==> config.mk <==
export PLATFORM = sky130hd
export DESIGN_NAME = ddr_capture
export DESIGN_NICKNAME = d
export VERILOG_FILES = /design/src/rtl/ddr_capture_pkg.sv /design/src/rtl/ddr_edge_reg.sv /design/src/rtl/ddr_capture.sv
export SDC_FILE = /design/constraint.sdc
export NUM_CORES = 1
export LEC_CHECK = 0
export CAP_MARGIN = 20
export CORE_MARGIN = 1.5
export CORE_UTILIZATION = 65
export CTS_BUF_LIST = sky130_fd_sc_hd__clkbuf_16
export DETAILED_ROUTE_END_ITERATION = 10
export DONT_BUFFER_PORTS = 1
export MAX_ROUTING_LAYER = met4
export PLACE_DENSITY = 0.88
export SYNTH_ARGS = -nofsm -noshare
export SYNTH_HDL_FRONTEND = slang
export SYNTH_SLANG_ARGS = --single-unit
==> constraint.sdc <==
create_clock -name clk_i -period 2.8 [get_ports clk_i]
set_clock_uncertainty 0.2 [all_clocks]
set_input_delay 0.42 -clock clk_i [delete_from_list [all_inputs] [get_ports clk_i]]
set_output_delay 0.42 -clock clk_i [all_outputs]
set_load 0.03 [all_outputs]
==> src/rtl/ddr_capture_pkg.sv <==
`timescale 1ns/1ps
package ddr_capture_pkg;

  typedef enum logic [1:0] {
    ASYNC_NONE   = 2'd0,
    ASYNC_CLEAR  = 2'd1,
    ASYNC_PRESET = 2'd2
  } async_kind_e;

  typedef enum logic [1:0] {
    ACT_HOLD = 2'd0,
    ACT_LOAD = 2'd1,
    ACT_ZERO = 2'd2,
    ACT_ONE  = 2'd3
  } reg_action_e;

  // Clear beats preset, and both beat the enable.
  function automatic reg_action_e next_action(input logic sclr, input logic sset,
                                              input logic en);
    if (sclr)      return ACT_ZERO;
    else if (sset) return ACT_ONE;
    else if (en)   return ACT_LOAD;
    else           return ACT_HOLD;
  endfunction

endpackage

==> src/rtl/ddr_edge_reg.sv <==
`timescale 1ns/1ps
module ddr_edge_reg
  import ddr_capture_pkg::*;
#(
  parameter int unsigned W         = 8,
  parameter bit          ON_FALL   = 1'b0,
  parameter async_kind_e AK        = ASYNC_CLEAR,
  parameter bit          INIT_HIGH = 1'b0
) (
  input  logic         clk_i,
  input  logic         arst_i,
  input  logic         en_i,
  input  logic         sclr_i,
  input  logic         sset_i,
  input  logic [W-1:0] d_i,
  output logic [W-1:0] q_o
);

  localparam bit          HAS_ASYNC = (AK != ASYNC_NONE);
  localparam logic [W-1:0] ASYNC_VAL = (AK == ASYNC_PRESET) ? {W{1'b1}} : {W{1'b0}};
  localparam logic [W-1:0] START_VAL = HAS_ASYNC ? ASYNC_VAL : {W{INIT_HIGH}};

  logic [W-1:0] q_r = START_VAL;
  logic [W-1:0] nxt;

  always_comb begin
    unique case (next_action(sclr_i, sset_i, en_i))
      ACT_ZERO: nxt = {W{1'b0}};
      ACT_ONE:  nxt = {W{1'b1}};
      ACT_LOAD: nxt = d_i;
      default:  nxt = q_r;
    endcase
  end

  generate
    if (HAS_ASYNC && ON_FALL) begin : g_async_fall
      always_ff @(negedge clk_i or posedge arst_i) begin
        if (arst_i) q_r <= ASYNC_VAL;
        else        q_r <= nxt;
      end
    end else if (HAS_ASYNC) begin : g_async_rise
      always_ff @(posedge clk_i or posedge arst_i) begin
        if (arst_i) q_r <= ASYNC_VAL;
        else        q_r <= nxt;
      end
    end else if (ON_FALL) begin : g_plain_fall
      always_ff @(negedge clk_i) q_r <= nxt;
    end else begin : g_plain_rise
      always_ff @(posedge clk_i) q_r <= nxt;
    end
  endgenerate

  assign q_o = q_r;

endmodule

==> src/rtl/ddr_capture.sv <==
`timescale 1ns/1ps
module ddr_capture
  import ddr_capture_pkg::*;
#(
  parameter int unsigned WIDTH         = 8,
  parameter bit          FIRST_ON_RISE = 1'b1,
  parameter async_kind_e ASYNC_KIND    = ASYNC_CLEAR,
  parameter bit          POWERUP_HIGH  = 1'b0,
  parameter bit          HAS_SYNC      = 1'b1,
  parameter bit          HAS_ENABLE    = 1'b1
) (
  input  logic             clk_i,
  input  logic             arst_i,
  input  logic             en_i,
  input  logic             sclr_i,
  input  logic             sset_i,
  input  logic [WIDTH-1:0] din_i,
  output logic [WIDTH-1:0] first_o,
  output logic [WIDTH-1:0] second_o
);

  // Controls after the build options are applied; named for the checker.
  logic en_eff, sclr_eff, sset_eff;
  assign en_eff   = HAS_ENABLE ? en_i   : 1'b1;
  assign sclr_eff = HAS_SYNC   ? sclr_i : 1'b0;
  assign sset_eff = HAS_SYNC   ? sset_i : 1'b0;

  logic [WIDTH-1:0] rise_q;     // sample taken on the rising edge
  logic [WIDTH-1:0] fall_q;     // sample taken on the falling edge
  logic [WIDTH-1:0] fall_al_q;  // falling sample moved to the rising domain

  ddr_edge_reg #(.W(WIDTH), .ON_FALL(1'b0), .AK(ASYNC_KIND), .INIT_HIGH(POWERUP_HIGH))
    u_rise (.clk_i(clk_i), .arst_i(arst_i), .en_i(en_eff), .sclr_i(sclr_eff),
            .sset_i(sset_eff), .d_i(din_i), .q_o(rise_q));

  ddr_edge_reg #(.W(WIDTH), .ON_FALL(1'b1), .AK(ASYNC_KIND), .INIT_HIGH(POWERUP_HIGH))
    u_fall (.clk_i(clk_i), .arst_i(arst_i), .en_i(en_eff), .sclr_i(sclr_eff),
            .sset_i(sset_eff), .d_i(din_i), .q_o(fall_q));

  ddr_edge_reg #(.W(WIDTH), .ON_FALL(1'b0), .AK(ASYNC_KIND), .INIT_HIGH(POWERUP_HIGH))
    u_fall_al (.clk_i(clk_i), .arst_i(arst_i), .en_i(en_eff), .sclr_i(sclr_eff),
               .sset_i(sset_eff), .d_i(fall_q), .q_o(fall_al_q));

  generate
    if (FIRST_ON_RISE) begin : g_rise_first
      // The rising sample opens the pair, so it waits one cycle for its partner.
      logic [WIDTH-1:0] rise_dly_q;
      ddr_edge_reg #(.W(WIDTH), .ON_FALL(1'b0), .AK(ASYNC_KIND), .INIT_HIGH(POWERUP_HIGH))
        u_rise_dly (.clk_i(clk_i), .arst_i(arst_i), .en_i(en_eff), .sclr_i(sclr_eff),
                    .sset_i(sset_eff), .d_i(rise_q), .q_o(rise_dly_q));
      assign first_o  = rise_dly_q;
      assign second_o = fall_al_q;
    end else begin : g_fall_first
      assign first_o  = fall_al_q;
      assign second_o = rise_q;
    end
  endgenerate

endmodule

==> summary.txt, run 1 <==
Timing
  • RSZ-0062 raised after global routing: false
  • Worst-case hold slack: 0.0106 ns
  • Number of setup violations in the final report: 0
  • Max-slew violation total from the final report: 0
  • Final hold vios: 0
  • Transition time at the pin with the least slew margin: 0.509 ns
  • Headroom to the max-slew limit: 66.0%
  • Setup TNS: 0 ns

Global route
  • Number of global-route vias before repair: 822
  • GRT overflow: 0
  • Largest net degree at the start of global routing: 41
  • Number of antenna violations at the first check in global routing: 0
  • Met1 demand-to-capacity share in global routing: 30.3%
  • Global routing usage on met3: 8.89%
  • Met2 Track Usage GR: 33.6%
  • GR peak layer: met2
  • Combined global-route utilization of all metal layers: 24.1%
  • First-pass GRT wire length: 3460 um

Floorplan
  • Number of I/O pins: 29
  • Height of the die: 48.1 um
  • Area enclosed by the die boundary: 2310 sq um
  • Core area: 1940 sq um
  • Horizontal die dimension: 48.1 um
  • Std-Cell Rows: 16
  • Initial Util: 68.1%

Pwr
  • Worst IR drop on VDD: 0.000506 V
  • Total power density per cell area: 748 nW/um^2
  • Standby leakage power: 0.687 nW

Clock network
  • Clock latency on the worst-skew pair: 0.29 ns
  • Number of clock sinks seen by CTS: 32
  • Number of gates given a new drive strength after cts: 0
  • Number of CTS-inserted buffers: 5
  • Number of buffers inserted by post-CTS setup repair: 0
  • CTS clock-pin slew for the worst setup and hold paths: 0.05 ns
  • Post-CTS Hold Fix Bufs: 1
  • Clock root buffer: clkbuf_16
  • CTS tree: built
  • Bufs on Longest Clock Path: 2
  • Number of H-tree levels: 2

Setup path
  • Startpoint type of the worst setup path: flip-flop
  • Launch point of the worst reg-to-reg path: u_fall.q_o[6]
  • Critical path start-end classification: flip-flop to flip-flop
  • Worst setup slack for register-to-register paths: 0.44 ns
  • CP Launch Point: u_fall.q_o[6]
  • Kind of end point of the critical path: flip-flop
  • Required time worst endpoint: 2.72 ns
  • Critical path arrival: 2.28 ns
  • Maximum fanout along the worst path: 2

Job
  • Max-cap violation count: 0

Routing
  • Initial DRC Count: 6
  • Post-detailed-routing wire length: 2330 um
  • Detail-routed net length per standard cell: 16.2 um
  • Via density per instance: 5.68
  • Number of detailed-route iterations in the first pass: 4
  • Count of nets left with antenna violations after detail routing: 0
  • Vias after detailed routing: 818
  • DR DRC count: 0

Logic synthesis
  • Post-Syn Area per Cell: 11.5 sq um
  • Number of instances in the synthesized netlist: 115
  • Synth warn: 0
  • Number of unique standard cell types used by synthesis: 10
  • Total of flip-flops plus latches after synthesis: 32
  • Sequential fraction of the synthesis area: 60.5%
  • Mapped cell area: 1320 sq um
  • Number of nets in the synthesized netlist: 128

Layout
  • Commonest cells after routing, fill and taps aside: a21oi_1, dfrtp_1, mux2i_1, nand2b_1, dfrtn_1
  • Number of nets in the layout: 129
  • Fill cell count: 147
  • Total non-filler cell area in the finished layout: 1480 sq um
  • N_diodes: 0
  • Share of post-route cells with drive strength above 1: 5.13%
  • Util after Layout: 76.2%
  • Layout Area Growth over Synthesis: 11.8%
  • Most frequent standard cell in the layout excluding fill and tap cells: a21oi_1

Worst hold path
  • Min-Delay Startpoint: sclr_i
  • Kind of path behind the tightest hold check: input pin to flip-flop

Outcome
  • Result of the run: finished, final reports clean

Place
  • Post-detail-place hpwl: 1440 um
  • RePlAce Congestion: 0.751
  • Count of buffers inserted at the top-level ports: 0
  • Instance area at placement: 1320 sq um
[where the power goes]
| part | leakage [nW] | switching (mW) | total [mW] | internal, mW |
|---|---|---|---|---|
| Combinational | 0.214 | 0.0339 | 0.0697 | 0.0358 |
| Sequential | 0.399 | 0.0562 | 0.555 | 0.498 |
| Clock | 0.0738 | 0.164 | 0.482 | 0.318 |
| Total | 0.687 | 0.255 | 1.11 | 0.852 |
[synth_stat cells, drive strengths merged]
master / number / area (sq um)
clkbuf: 4 / 15.0
dfrtn: 8 / 200
buf: 5 / 38.8
nand2b: 16 / 100
inv: 2 / 7.51
mux2i: 16 / 160
dfrtp: 24 / 601
a21oi: 40 / 200
[logic make-up after synthesis]
group           Yosys count  synth area share, %
flops                    32                 60.5
mux                      16                 12.1
compound gates           40                 15.1
simple gates             16                 7.57
buf+inv                  11                 4.64
[layer usage]
| layer | vias up | part of all wire, % | wire length (um) |
|---|---|---|---|
| met5 | - | 0 | 0 |
| met4 | 0 | 1.1 | 26 |
| li1 | 396 | - | - |
| met1 | 399 | 43 | 1000 |
| met2 | 21 | 51 | 1190 |
| met3 | 2 | 4.6 | 108 |
[registers in the layout (all words and copies together), names as in the netlist]
register,cells
g_rise_first.u_rise_dly.q_o,8
u_fall.q_o,8
u_fall_al.q_o,8
u_rise.q_o,8
[critical path: stages (launching register included)]
cell	delay, ns
dfrtn_1	0.34
mux2i_1	0.16
a21oi_1	0.09
[through the flow]
stage | instances | setup slack [ns] | power, mW
2_1_floorplan | 115 | 0.177 | 0.628
3_5_place_dp | 134 | 0.309 | 0.630
5_1_grt | 144 | 0.396 | 1.16
4_1_cts | 143 | 0.430 | 1.12
6_report | 144 | 0.440 | 1.11
3_3_place_gp | 134 | 0.319 | 0.625
[worst paths after layout]
kind / to / depth (start not counted)
max: u_fall_al.q_o[6] / 2
min: g_rise_first.u_rise_dly.q_o[2] / 1
max reg2reg: u_fall_al.q_o[6] / 2
min reg2reg: u_fall.q_o[2] / 2
max in group asynchronous: u_fall.q_o[7] / 3
min in group asynchronous: u_rise.q_o[5] / 3
[final cells by class]
| type | count | area, sq um | share of cell area [%] |
|---|---|---|---|
| tap | 27 | 33.8 | 2.28 |
| inverter | 2 | 7.51 | 0.508 |
| clock buffer | 5 | 125 | 8.46 |
| clock inverter | 3 | 11.3 | 0.761 |
| timing repair buffer | 3 | 40.0 | 2.71 |
| multi-input combinational | 72 | 460 | 31.1 |
| sequential | 32 | 801 | 54.1 |
No activity file was read; power rests on OpenSTA's default activity.
==> run 2, diff against run 1 <==
Settings changed: CORE_UTILIZATION 65 to 54, PLACE_DENSITY 0.88 to 0.79.
Clock period 2.8 ns to 2 ns, I/O delays scaled along.
==> summary.txt, run 2 (synthesized netlist as in run 1, its figures left out) <==
Outcome
  • Result of the run: finished, final reports clean

Pwr
  • Power Total: 1.57 mW (+42%)
  • Worst IR drop on VDD: 0.000958 V (+89%)
  • Total power density per cell area: 1040 nW/um^2 (+39%)
  • Standby leakage power: 0.696 nW (+1.3%)

Timing
  • Headroom to the max-slew limit: 41.1% (-25 points)
  • Setup TNS: 0 ns (unchanged)
  • Number of setup violations in the final report: 0 (unchanged)
  • Final setup slack of the worst path: 0.0409 ns (-0.399 ns)
  • RSZ-0062 raised after global routing: true
  • Transition time at the pin with the least slew margin: 0.881 ns (+0.372 ns)
  • Worst-case hold slack: 0.0120 ns (+0.00146 ns)
  • Max-slew violation total from the final report: 0 (unchanged)
  • Final hold vios: 0 (unchanged)

Routing
  • Detail-routed net length per standard cell: 17.0 um (+4.8%)
  • Post-detailed-routing wire length: 2530 um (+8.5%)
  • Via density per instance: 5.78 (+1.7%)
  • Initial DRC Count: 12 (+6)
  • Number of detailed-route iterations in the first pass: 4 (unchanged)
  • Vias after detailed routing: 861 (+5.3%)
  • DR DRC count: 0 (unchanged)
  • Count of nets left with antenna violations after detail routing: 0 (unchanged)

Setup path
  • Worst Path Buf+Inv: 0 (unchanged)
  • Critical path start-end classification: flip-flop to flip-flop
  • Startpoint type of the worst setup path: flip-flop
  • Maximum fanout along the worst path: 2 (unchanged)
  • CP top delay family: flip-flops
  • Required time worst endpoint: 1.91 ns (-0.81 ns)
  • Standard cell with the maximum stage delay on the critical path: dfrtn_1
  • Chain of cells forming the critical path: mux2i_1, a21oi_1
  • Critical path arrival: 1.87 ns (-0.41 ns)
  • Delay contributed by the slowest stage of the critical path: 0.34 ns (about the same)
  • Kind of end point of the critical path: flip-flop

Clock network
  • Bufs on Longest Clock Path: 2 (unchanged)
  • CTS tree: built
  • Number of H-tree levels: 2 (unchanged)
  • Number of clock sinks seen by CTS: 32 (unchanged)
  • CTS clock-pin slew for the worst setup and hold paths: 0.05 ns (about the same)
  • Clock latency on the worst-skew pair: 0.30 ns (about the same)
  • Clock root buffer: clkbuf_16
  • Number of CTS-inserted buffers: 5 (unchanged)
  • Number of gates given a new drive strength after cts: 0 (unchanged)

Place
  • Post-placement worst setup slack: 0.0342 ns (-0.275 ns)
  • Count of buffers inserted at the top-level ports: 0 (unchanged)
  • Post-detail-place hpwl: 1530 um (+6.3%)
  • RePlAce Congestion: 0.728 (-3.1%)

Layout
  • Most frequent standard cell in the layout excluding fill and tap cells: a21oi_1
  • Share of post-route cells with drive strength above 1: 9.09% (+4.0 points)
  • Util after Layout: 66.9% (-9.3 points)
  • N_diodes: 0 (unchanged)
  • Commonest cells after routing, fill and taps aside: a21oi_1, dfrtp_1, mux2i_1, nand2b_1, dfrtn_1
  • Number of nets in the layout: 133 (+3.1%)
  • Layout Area Growth over Synthesis: 14.0%

Job
  • Max-cap violation count: 0 (unchanged)

Global route
  • GRT overflow: 0 (unchanged)
  • First-pass GRT wire length: 4260 um (+23%)
  • Combined global-route utilization of all metal layers: 23.2% (-0.93 points)
  • Largest net degree at the start of global routing: 41 (unchanged)
  • Number of global-route vias before repair: 930 (+13%)
  • Number of antenna violations at the first check in global routing: 0 (unchanged)

Worst hold path
  • Kind of path behind the tightest hold check: input pin to flip-flop

Floorplan
  • Number of I/O pins: 29 (unchanged)
  • Horizontal die dimension: 52.5 um (+9.1%)
  • Initial Util: 58.7% (-9.4 points)
  • Core area: 2250 sq um (+16%)
  • Height of the die: 52.5 um (+9.1%)
  • Area enclosed by the die boundary: 2760 sq um (+19%)
  • Std-Cell Rows: 17 (+1)
[run 2: worst paths after layout]
kind                                    end  cells after the start          start  slack (ns)
hold / removal                u_rise.q_o[5]                      2         sset_i        0.01
max in group asynchronous     u_fall.q_o[2]                      2         arst_i        0.13
setup / recovery           u_fall_al.q_o[7]                      2  u_fall.q_o[7]        0.04
min in group asynchronous  u_fall_al.q_o[4]                      2         arst_i        0.31
setup reg to reg           u_fall_al.q_o[7]                      2  u_fall.q_o[7]        0.04
hold reg to reg               u_fall.q_o[5]                      2  u_fall.q_o[5]        0.32
[run 2: worst reg2reg max path: cells and delay by family, from the launching register on]
kind | cells | cell delay [ns]
AOI/OAI and AO/OA | 1 | 0.08
muxes | 1 | 0.15
DFF | 1 | 0.34
[run 2: repair_timing]
item / 4_1_cts / 5_1_grt
hold buffers: 3 / 0
setup endpoints to repair: 0 / 3
setup buffers: 0 / 1
endpoints found under the hold margin: 33 / 0
[run 2: cell type report]
type                            instances  area (sq um)
Clock buffer                            5           125
Clock inverter                          3          11.3
Fill cell                             198           747
Inverter                                2          11.3
Multi-Input combinational cell         72           464
Sequential cell                        32           801
Tap cell                               28          35.0
Timing Repair Buffer                    7          60.1
[run 2: power breakdown]
part | total, mW | switching (mW) | internal, mW
clock network | 0.688 | 0.243 | 0.445
logic | 0.109 | 0.0561 | 0.0533
registers | 0.776 | 0.0781 | 0.698
[run 2: layer usage]
| metal | track usage [%] | wire length, um | vias up |
|---|---|---|---|
| met5 | - | 0 | - |
| met3 | 8.00 | 149 | 5 |
| met4 | 11.5 | 64 | 0 |
| met2 | 35.2 | 1170 | 23 |
| li1 | - | - | 406 |
| met1 | 27.4 | 1150 | 427 |
[run 2: per-stage QoR]
step	instance area, sq um	std cells
final	1510	149
after global routing	1510	149
after CTS	1500	148
after detailed placement	1330	137
after global placement	1330	137
after floorplan	1330	115
==> run 3, diff against run 2 <==
Settings changed: SLEW_MARGIN set to 10.
==> results of run 3 <==
Same layout as run 2: the final DEF is identical, and so are final timing and power.
